--- src/rtl/psi_pkg.sv ---
package psi_pkg;

  typedef enum logic [1:0] {
    ST_IDLE = 2'd0,
    ST_DIV  = 2'd1,
    ST_OUT  = 2'd2
  } psi_state_e;

  localparam int LANES = 3;
  localparam int LN_U  = 0;
  localparam int LN_V  = 1;
  localparam int LN_IW = 2;

endpackage

--- src/rtl/psi_recip.sv ---
module psi_recip #(
  parameter int DEN_W = 24,
  parameter int QW    = 24,
  parameter int PRE   = 11
) (
  input  logic             clk,
  input  logic             rst,
  input  logic             start,
  input  logic [DEN_W-1:0] den,
  output logic             fin,
  output logic [QW-1:0]    quo,
  output logic             zero
);
  localparam int CW = $clog2(QW + 1);
  localparam logic [DEN_W:0] REM0 = (DEN_W + 1)'(1) << PRE;

  logic [DEN_W:0]   rem;
  logic [DEN_W-1:0] dv;
  logic [QW-1:0]    qacc;
  logic [CW-1:0]    cnt;
  logic             sat;

  logic [DEN_W:0] shl;
  logic [DEN_W:0] dif;
  logic           ge;

  always_comb begin
    shl = {rem[DEN_W-1:0], 1'b0};
    ge  = (shl >= {1'b0, dv});
    dif = shl - {1'b0, dv};
  end

  always_ff @(posedge clk) begin
    if (rst) begin
      rem  <= '0;
      dv   <= '0;
      qacc <= '0;
      cnt  <= '0;
      sat  <= 1'b0;
      fin  <= 1'b0;
      quo  <= '0;
      zero <= 1'b0;
    end else begin
      fin <= 1'b0;
      if (start) begin
        rem  <= REM0;
        dv   <= den;
        qacc <= '0;
        cnt  <= CW'(QW);
        sat  <= ({1'b0, den} <= REM0);
        zero <= (den == '0);
      end else if (cnt != '0) begin
        rem  <= ge ? dif : shl;
        qacc <= {qacc[QW-2:0], ge};
        cnt  <= cnt - 1'b1;
        if (cnt == CW'(1)) begin
          fin <= 1'b1;
          quo <= sat ? '1 : {qacc[QW-2:0], ge};
        end
      end
    end
  end

endmodule

--- src/rtl/psi_span_acc.sv ---
module psi_span_acc
  import psi_pkg::*;
#(
  parameter int AW = 24,
  parameter int XW = 12
) (
  input  logic          clk,
  input  logic          rst,
  input  logic          ld,
  input  logic          adv,
  input  logic [XW-1:0] ld_x,
  input  logic [AW-1:0] ld_uq,
  input  logic [AW-1:0] ld_vq,
  input  logic [AW-1:0] ld_iw,
  input  logic [AW-1:0] ld_duq,
  input  logic [AW-1:0] ld_dvq,
  input  logic [AW-1:0] ld_diw,
  output logic [XW-1:0] x,
  output logic [AW-1:0] uq,
  output logic [AW-1:0] vq,
  output logic [AW-1:0] iw,
  output logic [AW-1:0] iw_nxt
);
  logic [AW-1:0] init_a [LANES];
  logic [AW-1:0] step_a [LANES];
  logic [AW-1:0] acc_a  [LANES];
  logic [AW-1:0] del_a  [LANES];

  assign init_a[LN_U]  = ld_uq;
  assign init_a[LN_V]  = ld_vq;
  assign init_a[LN_IW] = ld_iw;
  assign step_a[LN_U]  = ld_duq;
  assign step_a[LN_V]  = ld_dvq;
  assign step_a[LN_IW] = ld_diw;

  for (genvar g = 0; g < LANES; g++) begin : g_lane
    always_ff @(posedge clk) begin
      if (rst) begin
        acc_a[g] <= '0;
        del_a[g] <= '0;
      end else if (ld) begin
        acc_a[g] <= init_a[g];
        del_a[g] <= step_a[g];
      end else if (adv) begin
        acc_a[g] <= acc_a[g] + del_a[g];
      end
    end
  end

  always_ff @(posedge clk) begin
    if (rst) begin
      x <= '0;
    end else if (ld) begin
      x <= ld_x;
    end else if (adv) begin
      x <= x + 1'b1;
    end
  end

  assign uq     = acc_a[LN_U];
  assign vq     = acc_a[LN_V];
  assign iw     = acc_a[LN_IW];
  assign iw_nxt = acc_a[LN_IW] + del_a[LN_IW];

endmodule

--- src/rtl/psi_persp_mul.sv ---
module psi_persp_mul #(
  parameter int AW = 24,
  parameter int QW = 24,
  parameter int WF = 12
) (
  input  logic [AW-1:0] uq,
  input  logic [AW-1:0] vq,
  input  logic [QW-1:0] w,
  input  logic          zero,
  output logic [AW-1:0] u,
  output logic [AW-1:0] v
);
  localparam int PW = AW + QW + 1;

  logic signed [PW-1:0] wx;
  logic signed [PW-1:0] ax [2];
  logic signed [PW-1:0] px [2];
  logic        [AW-1:0] rx [2];

  assign wx    = {{(AW + 1){1'b0}}, w};
  assign ax[0] = {{(QW + 1){uq[AW-1]}}, uq};
  assign ax[1] = {{(QW + 1){vq[AW-1]}}, vq};

  for (genvar g = 0; g < 2; g++) begin : g_mul
    always_comb begin
      px[g] = ax[g] * wx;
      rx[g] = zero ? '0 : px[g][WF +: AW];
    end
  end

  assign u = rx[0];
  assign v = rx[1];

endmodule

--- src/rtl/psi_span.sv ---
module psi_span
  import psi_pkg::*;
#(
  parameter int AW      = 24,
  parameter int IW_FRAC = 23,
  parameter int QW      = 24,
  parameter int WF      = 12,
  parameter int XW      = 12,
  parameter int CW      = 12
) (
  input  logic          clk,
  input  logic          rst,
  input  logic          i_ld,
  input  logic [XW-1:0] i_x0,
  input  logic [AW-1:0] i_uq,
  input  logic [AW-1:0] i_vq,
  input  logic [AW-1:0] i_iw,
  input  logic [AW-1:0] i_duq,
  input  logic [AW-1:0] i_dvq,
  input  logic [AW-1:0] i_diw,
  input  logic [CW-1:0] i_cnt,
  output logic          o_valid,
  input  logic          i_ready,
  output logic [XW-1:0] o_x,
  output logic [AW-1:0] o_u,
  output logic [AW-1:0] o_v,
  output logic          o_err,
  output logic          o_busy,
  output logic          o_done
);
  localparam int PRE = IW_FRAC + WF - QW;

  psi_state_e    st;
  logic [CW-1:0] rem;

  logic          take_ld, acc_out, last_px, div_start;
  logic [AW-1:0] div_den;
  logic          div_fin, div_zero;
  logic [QW-1:0] div_quo;

  logic [XW-1:0] a_x;
  logic [AW-1:0] a_uq, a_vq, a_iw, a_iw_nxt;
  logic [AW-1:0] m_u, m_v;

  always_comb begin
    take_ld   = (st == ST_IDLE) && i_ld;
    acc_out   = (st == ST_OUT) && i_ready;
    last_px   = (rem == CW'(1));
    div_start = (take_ld && (i_cnt != '0)) || (acc_out && !last_px);
    div_den   = (st == ST_IDLE) ? i_iw : a_iw_nxt;
  end

  psi_span_acc #(.AW(AW), .XW(XW)) u_acc (
    .clk    (clk),
    .rst    (rst),
    .ld     (take_ld),
    .adv    (acc_out),
    .ld_x   (i_x0),
    .ld_uq  (i_uq),
    .ld_vq  (i_vq),
    .ld_iw  (i_iw),
    .ld_duq (i_duq),
    .ld_dvq (i_dvq),
    .ld_diw (i_diw),
    .x      (a_x),
    .uq     (a_uq),
    .vq     (a_vq),
    .iw     (a_iw),
    .iw_nxt (a_iw_nxt)
  );

  psi_recip #(.DEN_W(AW), .QW(QW), .PRE(PRE)) u_rcp (
    .clk   (clk),
    .rst   (rst),
    .start (div_start),
    .den   (div_den),
    .fin   (div_fin),
    .quo   (div_quo),
    .zero  (div_zero)
  );

  psi_persp_mul #(.AW(AW), .QW(QW), .WF(WF)) u_mul (
    .uq   (a_uq),
    .vq   (a_vq),
    .w    (div_quo),
    .zero (div_zero),
    .u    (m_u),
    .v    (m_v)
  );

  always_ff @(posedge clk) begin
    if (rst) begin
      st      <= ST_IDLE;
      rem     <= '0;
      o_valid <= 1'b0;
      o_x     <= '0;
      o_u     <= '0;
      o_v     <= '0;
      o_err   <= 1'b0;
      o_done  <= 1'b0;
    end else begin
      o_done <= 1'b0;
      unique case (st)
        ST_IDLE: begin
          if (i_ld) begin
            if (i_cnt == '0) begin
              o_done <= 1'b1;
            end else begin
              rem <= i_cnt;
              st  <= ST_DIV;
            end
          end
        end
        ST_DIV: begin
          if (div_fin) begin
            o_valid <= 1'b1;
            o_x     <= a_x;
            o_u     <= m_u;
            o_v     <= m_v;
            o_err   <= div_zero;
            st      <= ST_OUT;
          end
        end
        ST_OUT: begin
          if (i_ready) begin
            o_valid <= 1'b0;
            rem     <= rem - 1'b1;
            if (last_px) begin
              o_done <= 1'b1;
              st     <= ST_IDLE;
            end else begin
              st <= ST_DIV;
            end
          end
        end
        default: st <= ST_IDLE;
      endcase
    end
  end

  assign o_busy = (st != ST_IDLE);

  logic unused_iw;
  assign unused_iw = ^a_iw;

endmodule

--- config.mk ---
export PLATFORM = sky130hd
export DESIGN_NAME = psi_span
export DESIGN_NICKNAME = d
export VERILOG_FILES = /design/src/rtl/psi_pkg.sv /design/src/rtl/psi_recip.sv /design/src/rtl/psi_span_acc.sv /design/src/rtl/psi_persp_mul.sv /design/src/rtl/psi_span.sv
export SDC_FILE = /design/constraint.sdc
export NUM_CORES = 2
export LEC_CHECK = 0
export BUFFER_PORTS_ARGS = -buffer_cell sky130_fd_sc_hd__clkbuf_2
export CAP_MARGIN = 5
export CORE_ASPECT_RATIO = 1.2
export CORE_UTILIZATION = 55
export DETAILED_ROUTE_END_ITERATION = 8
export PLACE_DENSITY = 0.83
export SLEW_MARGIN = 15
export SYNTH_ARGS = -nofsm -noshare
export SYNTH_HDL_FRONTEND = slang
export SYNTH_HIERARCHICAL = 1
export SYNTH_SLANG_ARGS = --single-unit
--- constraint.sdc ---
create_clock -name clk -period 8.97 [get_ports clk]
set_input_delay 0.4485 -clock clk [delete_from_list [all_inputs] [get_ports clk]]
set_output_delay 0.4485 -clock clk [all_outputs]
set_load 0.03 [all_outputs]
Word-level counts from Yosys, hierarchy flattened:

Memory sizes are Yosys's and may differ from the RTL's.
Cells that the tools add are included.

* register bits after elaboration: 192
* input port bits: 172
* memories kept: 2
* latch bits: 0
* ROM bits: 0
* memory bits (writable): 144

* $mul: 2
* equal/unequal tests: 8
* bitwise logic cells: 11
* shift-type cells: 0
* divide/modulo/power cells: 0
* $add $sub $neg: 7
* reduce and logical (&&, ||, !) cells: 23
* order comparisons: 2
* multiplexer cells: 48

Memories
* u_acc.acc_a: words 3, width 24, read ports 3, clocked after memory_dff 0, wr ports 3, line psi_span_acc.sv:26 `logic [AW-1:0] acc_a [LANES];`
* u_acc.del_a: words 3, width 24, read ports 3, clocked after memory_dff 0, wr ports 3, line psi_span_acc.sv:27 `logic [AW-1:0] del_a [LANES];`

Operators by type and width (count)
* two-way mux 24 bit: 14
* two-way mux 12 bit: 7
* adder 24 bit: 3
* multiplier 24 x 25 -> 36 bit: 2
* greater-or-equal comparator 25 x 24 -> 1 bit: 1
* less-or-equal comparator 24 x 12 -> 1 bit (second input constant): 1
* zero test 24 bit: 1
* case mux 12 bit (2 select lines): 1
* subtractor 24 bit: 1
* two-way mux 1 bit: 17
* adder 12 x 1 -> 12 bit (second input constant): 1
* == test 12 x 1 -> 1 bit (second input constant): 1
* zero test 12 bit: 1
* nonzero test 12 bit: 1
* subtractor 12 x 1 -> 12 bit (second input constant): 1
* two-way mux 5 bit: 2
* nonzero test 2 bit: 5
* bitwise OR 1 bit: 9
* two-way mux 2 bit: 4
* AND reduction 4 bit: 2
* != test 2 bit (second input constant): 3
* case mux 2 bit (3 select lines): 1
* AND reduction 3 bit: 2
* == test 5 x 1 -> 1 bit (second input constant): 1
* other kinds (14): 19

Depth between registers and ports, before layout:

* depth in word-level cells: 7
* mapped depth: 29

By module:

The synthesis kept the hierarchy.

By module, submodules not included
* psi_persp_mul: seq. area each 0.0 µm², times used 1, cells an instance 3638, area each 31926.9 µm²
* psi_span_acc: seq. area each 4564.4 µm², times used 1, cells an instance 945, area each 9663.0 µm²
* psi_recip: seq. area each 2062.0 µm², times used 1, cells an instance 657, area each 5311.3 µm²
* psi_span: seq. area each 1541.5 µm², times used 1, cells an instance 433, area each 3424.5 µm²

Least setup slack after synthesis:

Ideal clock, no wire load.

* path kind: register -> register
* start: reg u_rcp.quo[21]
* end: reg o_v[23]
* library setup time: 132 ps
* clock period less this slack: 6554 ps
* data arrival time: 6422 ps
* slack: 2416 ps
* stages on the path, launching flop included: 28
* path buffers: 2
* data required time: 8838 ps
* path through: dfxtp_1 > clkbuf_1 > clkbuf_1 > nand2_1 > fa_1 > inv_1 > fa_1 > inv_1 > fa_1 > fa_1 > inv_1 > fa_1 > fa_1 > inv_1 > fa_1 > inv_1 > ha_1 > a21o_1 > a21o_1 > a21o_1 > a211o_1 > a41oi_1 > o31a_1 > o21ai_1 > xnor2_1 > nor2_1 > nand2_1 > a21oi_1

* word-level cells in the longest chain between the ends: 2

Ends and longest elaborated chain
* from (decl): line psi_recip.sv:11 `output logic [QW-1:0] quo,`
* from (signal assigned): line psi_recip.sv:58 `quo <= sat ? '1 : {qacc[QW-2:0], ge};`
* multiplier 24 x 25 -> 36 bit: line psi_persp_mul.sv:26 `px[g] = ax[g] * wx;`
* two-way mux 24 bit: line psi_persp_mul.sv:27 `rx[g] = zero ? '0 : px[g][WF +: AW];`
* via m_v[23]: line psi_span.sv:43 `logic [AW-1:0] m_u, m_v;`
* to (signal assigned): line psi_span.sv:119 `o_v <= m_v;`
* to (decl): line psi_span.sv:26 `output logic [AW-1:0] o_v,`

The timed path passes the listed nets, and every way through them passes these cells.
A chain may end at the register's enable or synchronous reset.

Final worst setup path:

* start: reg u_rcp.quo[11]
* end: reg o_u[19]

* word-level cells in the longest chain between the ends: 2

Ends and longest elaborated chain
* multiplier 24 x 25 -> 36 bit: line psi_persp_mul.sv:26
* two-way mux 24 bit: line psi_persp_mul.sv:27
* via m_u[19]: line psi_span.sv:43
* to (signal assigned): line psi_span.sv:118 `o_u <= m_u;`
* to (decl): line psi_span.sv:25 `output logic [AW-1:0] o_u,`

The timed path passes the listed nets, and every way through them passes these cells.

==> impl_metrics.tcl <==
set metrics [dict create \
    dr.pass1.iters 6 \
    grt_use_met1 0.342 \
    hold_violations 0 \
    period_share 0.875 \
    cts_tree "done" \
    max_freq_mhz 127 \
    antenna_left 0 \
    hp-class "in2reg" \
    synthFlopType "dfxtp_1" \
    maxCapViolCount 0 \
    io-pin-count 236 \
    port_buffers 235 \
    nFillCells 7296 \
    overflow 0 \
    grtUsageTotal 0.298 \
    rsz0062_at_grt "false" \
    antenna_found_initial 4 \
    yosys_warnings 6 \
    end_kind "register" \
    ys_seq_elements 336 \
    die_h_um 333 \
    synth_area_mm2 0.0503 \
    stdcell_area_mm2 0.0538 \
    clk_pin_slew_ns 0.06 \
    drive_above_1_share 0.0783 \
    post_drt_via_cell_ratio 5.74 \
    setup_viol 0 \
    max_stage_delay_ns 1.07 \
    max_slew_margin 0.193 \
    arrival_ns 8.38 \
    grt_pass1_wl_um 217000 \
    drc 0 \
    placed_cell_area_mm2 0.0524 \
    dieArea_mm2 0.0927 \
    critical_path_buf_inv_count 4 \
    avgSynthCellArea_um2 8.87 \
    tightest_slew_ns 1.21 \
    clock_path_buffers 3 \
    async_flop_share 0 \
    path_max_fanout 24 \
    htreeDepth 2 \
    synth_edf_count 144 \
    vias 39738 \
    fin_skew_ns 0.0267 \
    critical-path-top-delay-family "adder cells" \
    grt_max_degree 80 \
    area_delta_synth_final_pct 6.95 \
    postCtsHoldBufs 0 \
    crit_top_cell "fa_1" \
    critPathKind "reg2reg" \
    tns_ns 0 \
    seq_area_frac_synth 0.162 \
    rows 121 \
    wl_per_cell_um 19.7 \
    leakagePower_nw 25.6 \
    slowest_stage "dfxtp_1" \
    start_util 0.555 \
    numCtsBuffers 41 \
    grtUsageMet3 0.0427 \
    cts_sinks 336 \
    gr-usage-met2 0.516 \
    path_cells "buf_4 > nand2_1 > fa_1 > fa_1 > inv_1 > fa_1 > fa_1 > fa_1 > fa_1 > inv_1 > fa_1 > inv_1 > ha_1 > and4_1 > nand4_1 > nor4_1 > nor2_2 > a31oi_2 > a31oi_1 > xor2_1 > nor2_1 > nand2_1 > a21oi_1" \
    final_cells 6920 \
    outcome "complete, no violations" \
    insertion_delay_ns 0.62 \
    die_w_um 278 \
    final_nets 7089 \
    dp.cells 6840 \
    ir_drop_mv 0.197 \
    worstPathRequired_ns 9.50 \
    yosys.cell_types.count 98 \
    p_per_area_mw_per_mm2 125 \
    cts-root-buf "clkbuf_16" \
    p_total_mw 6.75 \
    gp_congestion 0.933 \
    routed_wl_um 137000 \
    hpwl_um 103000 \
    postCtsSetupRepairBufs 0 \
    layout_min_cycle_time_ns 7.85 \
    syn_inst 5673 \
    busiest_layer "met2" \
    grt_pass1_vias 42048 \
    final-max-slew-violation-count 0 \
    drt_iter0_drc 2939 \
    coreArea_mm2 0.0907 \
    post_cts_resized 0 \
    start_kind "register" \
    syn_nets 7047 \
]
## report_power, final
part / switching, mW / internal [mW] / total (mW)
clock: 0.793 / 1.01 / 1.81
combinational: 1.82 / 1.18 / 3.00
sequential: 0.217 / 1.73 / 1.94
## layer usage
metal | part of all wire | routed length (µm)
met5 | 0 | 0
met3 | 0.072 | 9860
met1 | 0.36 | 48800
met4 | 0.072 | 9810
met2 | 0.50 | 68100
## state kept, by name, indices dropped and copies added (netlist names), 2 cells and up
name and cells:
u_acc/acc_a 72, u_rcp/qacc 23, o_v 24, st 2
u_rcp/dv 24, o_x 12, u_rcp/rem 24, rem 12
o_u 24, u_rcp/cnt 5, u_acc/del_a 72, u_acc/x 12
u_rcp/quo 24
## cells in the mapped netlist (5+ instances only)
master    instances  area (µm²)
inv_1          1068        4010
fa_1            842       16900
nand2_1         761        2860
and2_1          617        3860
ha_1            360        4500
clkbuf_1        284        1070
a21oi_1         247        1240
nor2_1          197         739
dfxtp_1         192        3840
edfxtp_1        144        4320
o21ai_0         116         581
xnor2_1         109         955
nor3_1           93         465
xor2_1           71         622
a21o_1           47         353
mux2i_1          44         440
nand3_1          36         180
nor2b_1          28         175
nand4_1          26         163
mux2_2           25         282
o21a_1           25         188
a22o_1           22         193
nand2b_1         21         131
a31oi_1          19         119
and3_1           19         119
nor4_1           17         106
o31ai_1          17         128
or3_1            15        93.8
a211oi_1         13        97.6
buf_2            11        55.1
o211ai_1         11        82.6
o32ai_1          11        96.3
o21bai_1         10        75.1
a21boi_0          8        60.1
a22oi_1           8        60.1
a41oi_1           8        70.1
buf_1             8        30.0
o21ai_1           8        40.0
a211o_1           7        61.3
and4_1            7        61.3
nor3b_1           6        45.0
o31a_1            6        52.6
a221oi_1          5        43.8
## stage by stage
| step | hold slack [ns] | worst slack [ns] | util |
|---|---|---|---|
| after CTS | 0.0551 | 1.22 | 0.593 |
| after detailed placement | 0.446 | 1.24 | 0.578 |
| after global routing | 0.0836 | 0.858 | 0.593 |
| after floorplan | 0.432 | 2.42 | - |
| final | 0.0823 | 1.12 | 0.594 |
| after global placement | 0.440 | 1.40 | 0.578 |
## tightest hold or removal path, cell delays in order
cell      delay, ns
clkbuf_2       0.08
a21oi_1        0.05
nor2_1         0.07
## layout by cell type (no fill, tap or decap), types with 73 or more instances in the layout
cell | Yosys | layout
inv_1 | 1068 | 1067
fa_1 | 842 | 842
nand2_1 | 761 | 760
and2_1 | 617 | 616
ha_1 | 360 | 360
a21oi_1 | 247 | 247
clkbuf_2 | 4 | 234
nor2_1 | 197 | 194
dfxtp_1 | 192 | 191
edfxtp_1 | 144 | 144
o21ai_0 | 116 | 116
xnor2_1 | 109 | 109
nor3_1 | 93 | 92
buf_4 | 1 | 73
## cell type report
type                    count  area [µm²]  share of cell area
inverters                1068        4010              0.0745
diodes                      4        10.0            0.000186
flip-flops and latches    336        8170               0.152
well taps                1168        1460              0.0272
clock inverters            25         300             0.00558
multi-input cells        3958       37000               0.687
repair buffers            310        1770              0.0329
clock buffers              51        1140              0.0211
## cells by family after synthesis
kind of cell	synth area share
AND/OR/NAND/NOR	0.183
flip-flops	0.162
multiplexers	0.0143
buffers and inverters	0.104
AO/OA/AOI/OAI	0.0803
XOR/XNOR	0.0313
adder cells (fa/ha/maj)	0.424
## path summary, 6_finish.rpt
path                                     start              to  slack [ns]  cells after the start
worst max-delay path             u_rcp/quo[11]         o_u[19]        1.12                     23
worst min-delay path                   i_x0[6]      u_acc/x[6]        0.08                      3
worst max register to register   u_rcp/quo[11]         o_u[19]        1.12                     23
worst min register to register  u_rcp/qacc[22]  u_rcp/qacc[22]        0.45                      2
(Power assumes the default switching activity.)
